$ cat src/rtl/txtbuf_pkg.sv
// Shared definitions for the text buffer block-transfer port.
// Assumes 8-bit host bytes and 16-bit screen words {attribute, character}.
package txtbuf_pkg;
    localparam int BYTE_W = 8;
    localparam int WORD_W = 2 * BYTE_W;

    // Host register select codes
    typedef enum logic [2:0] {
        RA_CTRL   = 3'd0,
        RA_ATTR   = 3'd1,
        RA_BASE_L = 3'd2,
        RA_BASE_H = 3'd3,
        RA_CNT_L  = 3'd4,
        RA_CNT_H  = 3'd5,
        RA_DATA   = 3'd6,
        RA_SPARE  = 3'd7
    } reg_sel_e;

    // Transfer configuration held between blocks
    typedef struct packed {
        logic down;     // address counts down
        logic pair;     // two host bytes per cell
        logic rd_mode;  // memory to host
    } xfer_mode_t;
endpackage

$ cat src/rtl/txtbuf_regs.sv
// Host register file: mode, current attribute, start position and count.
// Generates a one-cycle start pulse on a control write with bit 7 set.
// Assumes ADDR_W and CNT_W lie between 9 and 16.
module txtbuf_regs
    import txtbuf_pkg::*;
#(
    parameter int ADDR_W = 16,
    parameter int CNT_W  = 16
) (
    input  logic              clk,
    input  logic              rst_n,
    input  logic [2:0]        host_addr,
    input  logic              host_wr,
    input  logic [BYTE_W-1:0] host_wdata,
    input  logic              busy,
    input  logic              ready,
    output xfer_mode_t        mode,
    output xfer_mode_t        start_mode,
    output logic              start,
    output logic [BYTE_W-1:0] attr,
    output logic [ADDR_W-1:0] base,
    output logic [CNT_W-1:0]  count,
    output logic [BYTE_W-1:0] reg_rdata
);
    localparam int BH_W = ADDR_W - BYTE_W;
    localparam int CH_W = CNT_W - BYTE_W;

    reg_sel_e sel;
    assign sel        = reg_sel_e'(host_addr);
    assign start_mode = xfer_mode_t'(host_wdata[2:0]);
    assign start      = host_wr && (sel == RA_CTRL) && host_wdata[7];

    // Capture host register writes
    always_ff @(posedge clk) begin
        if (!rst_n) begin
            mode  <= '0;
            attr  <= '0;
            base  <= '0;
            count <= '0;
        end else if (host_wr) begin
            case (sel)
                RA_CTRL:   mode <= start_mode;
                RA_ATTR:   attr <= host_wdata;
                RA_BASE_L: base[BYTE_W-1:0] <= host_wdata;
                RA_BASE_H: base[ADDR_W-1:BYTE_W] <= host_wdata[BH_W-1:0];
                RA_CNT_L:  count[BYTE_W-1:0] <= host_wdata;
                RA_CNT_H:  count[CNT_W-1:BYTE_W] <= host_wdata[CH_W-1:0];
                default: ;
            endcase
        end
    end

    // Readback of configuration and status
    always_comb begin
        case (sel)
            RA_CTRL:   reg_rdata = {busy, ready, 3'b000, mode};
            RA_ATTR:   reg_rdata = attr;
            RA_BASE_L: reg_rdata = base[BYTE_W-1:0];
            RA_BASE_H: reg_rdata = BYTE_W'(base[ADDR_W-1:BYTE_W]);
            RA_CNT_L:  reg_rdata = count[BYTE_W-1:0];
            RA_CNT_H:  reg_rdata = BYTE_W'(count[CNT_W-1:BYTE_W]);
            default:   reg_rdata = '0;
        endcase
    end
endmodule

$ cat src/rtl/txtbuf_seq.sv
// Block sequencer: position counter, remaining-cell counter, byte phase,
// and prefetch control for read mode.
// Assumes the memory returns data one cycle after a read enable.
module txtbuf_seq
    import txtbuf_pkg::*;
#(
    parameter int ADDR_W = 16,
    parameter int CNT_W  = 16
) (
    input  logic              clk,
    input  logic              rst_n,
    input  logic              start,
    input  xfer_mode_t        start_mode,
    input  xfer_mode_t        mode,
    input  logic [ADDR_W-1:0] base,
    input  logic [CNT_W-1:0]  count,
    input  logic              data_wr,
    input  logic              data_rd,
    output logic              busy,
    output logic              ready,
    output logic              phase,
    output logic              fetch,
    output logic              capture,
    output logic              acc_wr,
    output logic              step,
    output logic [ADDR_W-1:0] addr,
    output logic [CNT_W-1:0]  remain
);
    logic acc_rd;
    logic acc;

    assign acc_wr = data_wr && busy && !mode.rd_mode;
    assign acc_rd = data_rd && busy && mode.rd_mode && ready;
    assign acc    = acc_wr || acc_rd;
    assign step   = acc && (!mode.pair || phase);

    // Advance position, count and phase on accepted host data accesses
    always_ff @(posedge clk) begin
        if (!rst_n) begin
            busy    <= 1'b0;
            ready   <= 1'b0;
            phase   <= 1'b0;
            fetch   <= 1'b0;
            capture <= 1'b0;
            addr    <= '0;
            remain  <= '0;
        end else if (start) begin
            addr    <= base;
            remain  <= count;
            phase   <= 1'b0;
            busy    <= (count != '0);
            fetch   <= start_mode.rd_mode && (count != '0);
            capture <= 1'b0;
            ready   <= 1'b0;
        end else begin
            fetch   <= 1'b0;
            capture <= fetch;
            if (capture) begin
                ready <= 1'b1;
            end
            if (acc) begin
                if (step) begin
                    addr   <= mode.down ? addr - 1'b1 : addr + 1'b1;
                    remain <= remain - 1'b1;
                    phase  <= 1'b0;
                    ready  <= 1'b0;
                    if (remain == CNT_W'(1)) begin
                        busy <= 1'b0;
                    end else if (mode.rd_mode) begin
                        fetch <= 1'b1;
                    end
                end else begin
                    phase <= 1'b1;
                end
            end
        end
    end
endmodule

$ cat src/rtl/txtbuf_merge.sv
// Data path: merges host bytes with the attribute into memory words and
// splits prefetched words into host bytes.
// Assumes capture is high exactly in the cycle mem_rdata is valid.
module txtbuf_merge
    import txtbuf_pkg::*;
(
    input  logic              clk,
    input  logic              rst_n,
    input  logic              capture,
    input  logic [WORD_W-1:0] mem_rdata,
    input  logic              acc_wr,
    input  logic              step,
    input  logic              pair,
    input  logic              phase,
    input  logic [BYTE_W-1:0] attr,
    input  logic [BYTE_W-1:0] host_wdata,
    output logic              mem_we,
    output logic [WORD_W-1:0] mem_wdata,
    output logic [BYTE_W-1:0] rd_byte
);
    logic [BYTE_W-1:0] char_q;
    logic [WORD_W-1:0] pre_q;

    // Hold the first byte of a pair and the prefetched word
    always_ff @(posedge clk) begin
        if (!rst_n) begin
            char_q <= '0;
            pre_q  <= '0;
        end else begin
            if (acc_wr && pair && !phase) begin
                char_q <= host_wdata;
            end
            if (capture) begin
                pre_q <= mem_rdata;
            end
        end
    end

    // Build the outgoing word and select the outgoing byte
    always_comb begin
        mem_we    = acc_wr && step;
        mem_wdata = pair ? {host_wdata, char_q} : {attr, host_wdata};
        rd_byte   = (pair && phase) ? pre_q[WORD_W-1:BYTE_W] : pre_q[BYTE_W-1:0];
    end
endmodule

$ cat src/rtl/txtbuf_xfer.sv
// Top of the text buffer block-transfer port. Decodes host data-register
// strobes and ties register file, sequencer and data path together.
// Assumes at most one of host_wr / host_rd per cycle.
module txtbuf_xfer
    import txtbuf_pkg::*;
#(
    parameter int ADDR_W = 16,
    parameter int CNT_W  = 16
) (
    input  logic              clk,
    input  logic              rst_n,
    input  logic [2:0]        host_addr,
    input  logic              host_wr,
    input  logic              host_rd,
    input  logic [7:0]        host_wdata,
    output logic [7:0]        host_rdata,
    output logic [ADDR_W-1:0] mem_addr,
    output logic              mem_we,
    output logic [15:0]       mem_wdata,
    output logic              mem_re,
    input  logic [15:0]       mem_rdata
);
    xfer_mode_t        cur_mode;
    xfer_mode_t        start_mode;
    logic              start;
    logic [BYTE_W-1:0] attr;
    logic [ADDR_W-1:0] base;
    logic [CNT_W-1:0]  count;
    logic [BYTE_W-1:0] reg_rdata;
    logic [BYTE_W-1:0] rd_byte;
    logic              busy, ready, phase, capture, acc_wr, step;
    logic [CNT_W-1:0]  remain;
    logic              data_wr, data_rd;
    logic              mode_rd, mode_pair, mode_down;

    assign data_wr   = host_wr && (host_addr == RA_DATA);
    assign data_rd   = host_rd && (host_addr == RA_DATA);
    assign mode_rd   = cur_mode.rd_mode;
    assign mode_pair = cur_mode.pair;
    assign mode_down = cur_mode.down;

    // Host readback: data port or register file
    always_comb begin
        host_rdata = (host_addr == RA_DATA) ? rd_byte : reg_rdata;
    end

    txtbuf_regs #(.ADDR_W(ADDR_W), .CNT_W(CNT_W)) u_regs (
        .clk(clk), .rst_n(rst_n), .host_addr(host_addr), .host_wr(host_wr),
        .host_wdata(host_wdata), .busy(busy), .ready(ready), .mode(cur_mode),
        .start_mode(start_mode), .start(start), .attr(attr), .base(base),
        .count(count), .reg_rdata(reg_rdata)
    );

    txtbuf_seq #(.ADDR_W(ADDR_W), .CNT_W(CNT_W)) u_seq (
        .clk(clk), .rst_n(rst_n), .start(start), .start_mode(start_mode),
        .mode(cur_mode), .base(base), .count(count), .data_wr(data_wr),
        .data_rd(data_rd), .busy(busy), .ready(ready), .phase(phase),
        .fetch(mem_re), .capture(capture), .acc_wr(acc_wr), .step(step),
        .addr(mem_addr), .remain(remain)
    );

    txtbuf_merge u_merge (
        .clk(clk), .rst_n(rst_n), .capture(capture), .mem_rdata(mem_rdata),
        .acc_wr(acc_wr), .step(step), .pair(mode_pair), .phase(phase),
        .attr(attr), .host_wdata(host_wdata), .mem_we(mem_we),
        .mem_wdata(mem_wdata), .rd_byte(rd_byte)
    );
endmodule

$ cat config.mk
export PLATFORM = sky130hd
export DESIGN_NAME = txtbuf_xfer
export DESIGN_NICKNAME = d
export VERILOG_FILES = /design/src/rtl/txtbuf_pkg.sv /design/src/rtl/txtbuf_regs.sv /design/src/rtl/txtbuf_seq.sv /design/src/rtl/txtbuf_merge.sv /design/src/rtl/txtbuf_xfer.sv
export SDC_FILE = /design/constraint.sdc
export NUM_CORES = 1
export LEC_CHECK = 0
export BUFFER_PORTS_ARGS = -buffer_cell sky130_fd_sc_hd__buf_2
export CORE_ASPECT_RATIO = 0.6
export CORE_MARGIN = 2
export CORE_UTILIZATION = 55
export CTS_CLUSTER_DIAMETER = 120
export CTS_CLUSTER_SIZE = 30
export DETAILED_ROUTE_END_ITERATION = 8
export HOLD_SLACK_MARGIN = 0.02
export PLACE_DENSITY = 0.82
export RECOVER_POWER = 50
export SLEW_MARGIN = 10
export SYNTH_ARGS = -nofsm -noshare
export SYNTH_HDL_FRONTEND = slang
export SYNTH_SLANG_ARGS = --single-unit
$ cat constraint.sdc
create_clock -name clk -period 3.3 [get_ports clk]
set_input_delay 0.33 -clock clk [delete_from_list [all_inputs] [get_ports clk]]
set_output_delay 0.33 -clock clk [all_outputs]
set_load 0.03 [all_outputs]
==> results by group <==
Route
  – Total vias in the final route: between 5000 and 6000
  – Routed wire length: 16.4 mm
  – WL per Instance: 19.1 um
  – Final ANT Viol Nets: 0
  – Starting DRT DRC Count: 887
  – First drt pass iteration count: 8
  – Residual DRC: 0
  – Avg Vias per Cell: 6.30

Clock tree
  – Skew-Pair Late Insertion Delay: 0.35 ns
  – H-tree levels: 3
  – Max clock buf depth: 2
  – Clock net sink count: roughly 100
  – Cts bufs inserted: 9
  – # resized after CTS: 0
  – Post-CTS Setup Repair Bufs: 0
  – CTS root buf: clkbuf_16
  – TritonCTS clock tree: built
  – Clk pin slew, worst setup/hold paths: ~0.07 ns
  – CTS Hold Bufs: 0

Synthesis
  – Top cell type's share of synthesized area: between 30% and 40%
  – Mapped cell area: 5470 um^2
  – Cells after Synth: 671
  – Area contributors post-synth: dfxtp_1 38%, mux2i_1 9.1%, nand2_1 7.8%, a21oi_1 6.6%, nor2_1 4.8%
  – Syn avg cell area: 8.15 um^2
  – Area leader, netlist: dfxtp_1
  – Asr flop ratio synth: 0%
  – Post-synth EDFFs: 0
  – Syn nets: 719
  – Top_reg_cell synth: dfxtp_1
  – Yosys warnings: 0
  – Sequential area share after synthesis: approximately two fifths
  – Synthesized flop and latch total: 104
  – Unique cell type count in the Yosys netlist: 52

Pwr
  – VDD IR max: 0.312 mV
  – Power per Cell Area: 425 nW/um^2
  – Static leakage: 2.39 nW
  – Power Total: roughly 2.6 mW

STA
  – Setup Skew: 0.00588 ns
  – Final setup fails: 0
  – Tmin final: 2.97 ns
  – RSZ-0062 raised after global routing: no
  – Period utilization: 89.9%
  – Pins Over Slew Limit: 0
  – Max Freq: 337 MHz
  – Worst slew margin: between 20% and 30%
  – Hold Vio Cnt, Final: 0
  – Worst slew pin tran: 1.17 ns
  – Setup_tns: 0 ns

Placement
  – I/O Buffers: 72
  – HPWL after DPL: ~12 mm
  – GPL Wtd Cong: 0.924

Hold path
  – Hold Path Sink: u_merge.pre_q[0]
  – HP Class: primary input to flip-flop
  – Min-Delay Path Depth: 3
  – Min-delay src: mem_rdata[0]

Critical path
  – CP Max Fanout: 18
  – Largest stage delay, worst path: 0.81 ns
  – Worst EP arrival: 3.21 ns
  – Worst flop-to-flop path startpoint: u_regs.mode[2]
  – R2R setup slack: 0.33 ns
  – Critical path required time: 3.54 ns
  – Slowest cell on crit path: dfxtp_1
  – Crit Path Category: flip-flop to flip-flop
  – Cell Chain, Critical Path: ha_1 > a21o_1 > a221oi_1 > o21ai_0 > a31oi_1 > nor4_1 > a221o_1
  – Crit path capture type: flip-flop
  – R2r endpoint: u_seq.addr[14]
  – Reg2Reg Depth: 7
  – Crit start category: flip-flop

Global route
  – Grt ovf: 0
  – Initial antenna violation count: 0
  – Pin count of the biggest net entering global routing: 55
  – Tot GR Track Use: a little under a third
  – First-pass GRT wire length: 26.4 mm
  – Vias in the first global route: between 5000 and 6000

Die
  – # IOs: 73
  – Die area: between 10000 and 15000 um^2
  – # rows: 28
  – Initial core utilization: 56.0%
  – DIE HEIGHT: 81.3 um
  – CORE AREA: 9770 um^2
  – Die Width: 133 um

Final layout
  – Synth-to-layout area growth: 13.4%
  – Net count, final: slightly below 800
  – Share of cells above drive strength 1: between 10% and 20%

Run status
  – Outcome: finished, final reports clean

Job
  – MaxCap Viol Count: 0
[layer usage]
metal | global-route usage [%] | share of wire, % | up-vias
met5 | 2.31 | 0 | -
li1 | - | - | 2503
met1 | 42.7 | 43 | 2544
met4 | 8.49 | 1.7 | 0
met2 | 46.8 | 41 | 353
met3 | 12.3 | 14 | 40
[synth_stat cells (all sizes together), types with 8 or more instances]
library cell / n
nand2: 114
dfxtp: 104
a21oi: 72
nor2: 70
mux2i: 50
clkbuf: 33
o21ai: 22
mux2: 21
ha: 16
a22oi: 12
buf: 12
nand3: 12
a31oi: 11
nor4: 9
and3: 8
[per-stage QoR]
step | cell area (um^2) | utilization [%] | worst slack [ns] | hold WS (ns) | instances
after floorplan | 5470 | - | 0.874 | 0.446 | 671
after global placement | 5930 | 60.7 | 0.581 | 0.465 | 846
after detailed placement | 5930 | 60.7 | 0.438 | 0.477 | 846
after CTS | 6250 | 63.9 | 0.414 | 0.210 | 862
after global routing | 6200 | 63.4 | 0.217 | 0.213 | 862
final | 6200 | 63.5 | 0.332 | 0.208 | 863
[flip-flops by register name, indices dropped and copies added (netlist names)]
| register | count |
|---|---|
| u_regs.count | 16 |
| u_regs.mode | 3 |
| u_seq.phase | 1 |
| u_seq.fetch | 1 |
| u_merge.pre_q | 16 |
| u_seq.addr | 16 |
| u_seq.capture | 1 |
| u_seq.busy | 1 |
| u_seq.remain | 16 |
| u_seq.ready | 1 |
| u_regs.attr | 8 |
| u_regs.base | 16 |
| u_merge.char_q | 8 |
[worst max-delay path by stage]
stage | start | end | slack (ns) | cells after the start
3_5_place_dp | u_regs.mode[2] | u_seq.addr[12] | 0.44 | 7
2_1_floorplan | u_regs.mode[2] | u_seq.addr[14] | 0.87 | 7
3_3_place_gp | u_regs.mode[2] | u_seq.addr[14] | 0.58 | 7
4_1_cts | u_regs.mode[2] | u_seq.addr[12] | 0.41 | 7
6_report | u_regs.mode[2] | u_seq.addr[14] | 0.33 | 7
5_1_grt | u_regs.mode[2] | u_seq.addr[14] | 0.22 | 7
[cell families (layout without fill, tap and decap cells)]
| kind of cell | after synthesis | in the layout | synth area share, % |
|---|---|---|---|
| buf+inv | 52 | 108 | 3.64 |
| compound gates | 168 | 168 | 19.2 |
| flops | 104 | 104 | 38.1 |
| other cells | 0 | 1 | 0 |
| simple gates | 248 | 248 | 19.9 |
| fa+ha+maj | 17 | 17 | 4.02 |
| mux | 71 | 71 | 13.5 |
| xor+xnor | 11 | 11 | 1.76 |
[power breakdown]
part | internal, mW | switching, mW | total [mW]
Sequential | 1.27 | 0.0182 | 1.28
Clock | 0.656 | 0.491 | 1.15
Combinational | 0.0646 | 0.143 | 0.208
Total | 1.99 | 0.653 | 2.64
[critical path, delay by kind of cell (launching register included)]
kind	cells	cell delay (ns)
compound gates	5	1.54
flops	1	0.81
fa+ha+maj	1	0.43
simple gates	1	0.07
[cell type report]
type                       instances  area (um^2)
antenna                            1         2.50
multi-input combinational        515         3190
timing repair buffer              85          417
fill                             829         3570
clock inverter                     3         47.5
sequential                       104         2080
inverter                           7         26.3
clock buffer                      13          270
tap                              135          169
[layout by cell type (no fill, tap or decap), drive strengths merged, types with 3 or more instances in the layout]
cell / netlist / final
o21ai: 22 / 22
nor3: 6 / 6
a22oi: 12 / 12
o21a: 4 / 4
nand3: 12 / 12
or4: 5 / 5
inv: 7 / 8
a211oi: 6 / 6
o221ai: 3 / 3
and2: 4 / 4
a221oi: 7 / 7
nor2b: 6 / 6
ha: 16 / 16
buf: 12 / 56
a21o: 7 / 7
a21oi: 72 / 72
mux2i: 50 / 50
nor2: 70 / 70
nand2: 114 / 114
o211ai: 7 / 7
a31oi: 11 / 11
or2: 3 / 3
xor2: 4 / 4
and3: 8 / 8
dfxtp: 104 / 104
nor4: 9 / 9
or3: 3 / 3
clkbuf: 33 / 42
xnor2: 7 / 7
mux2: 21 / 21
(Power assumes the default switching activity.)
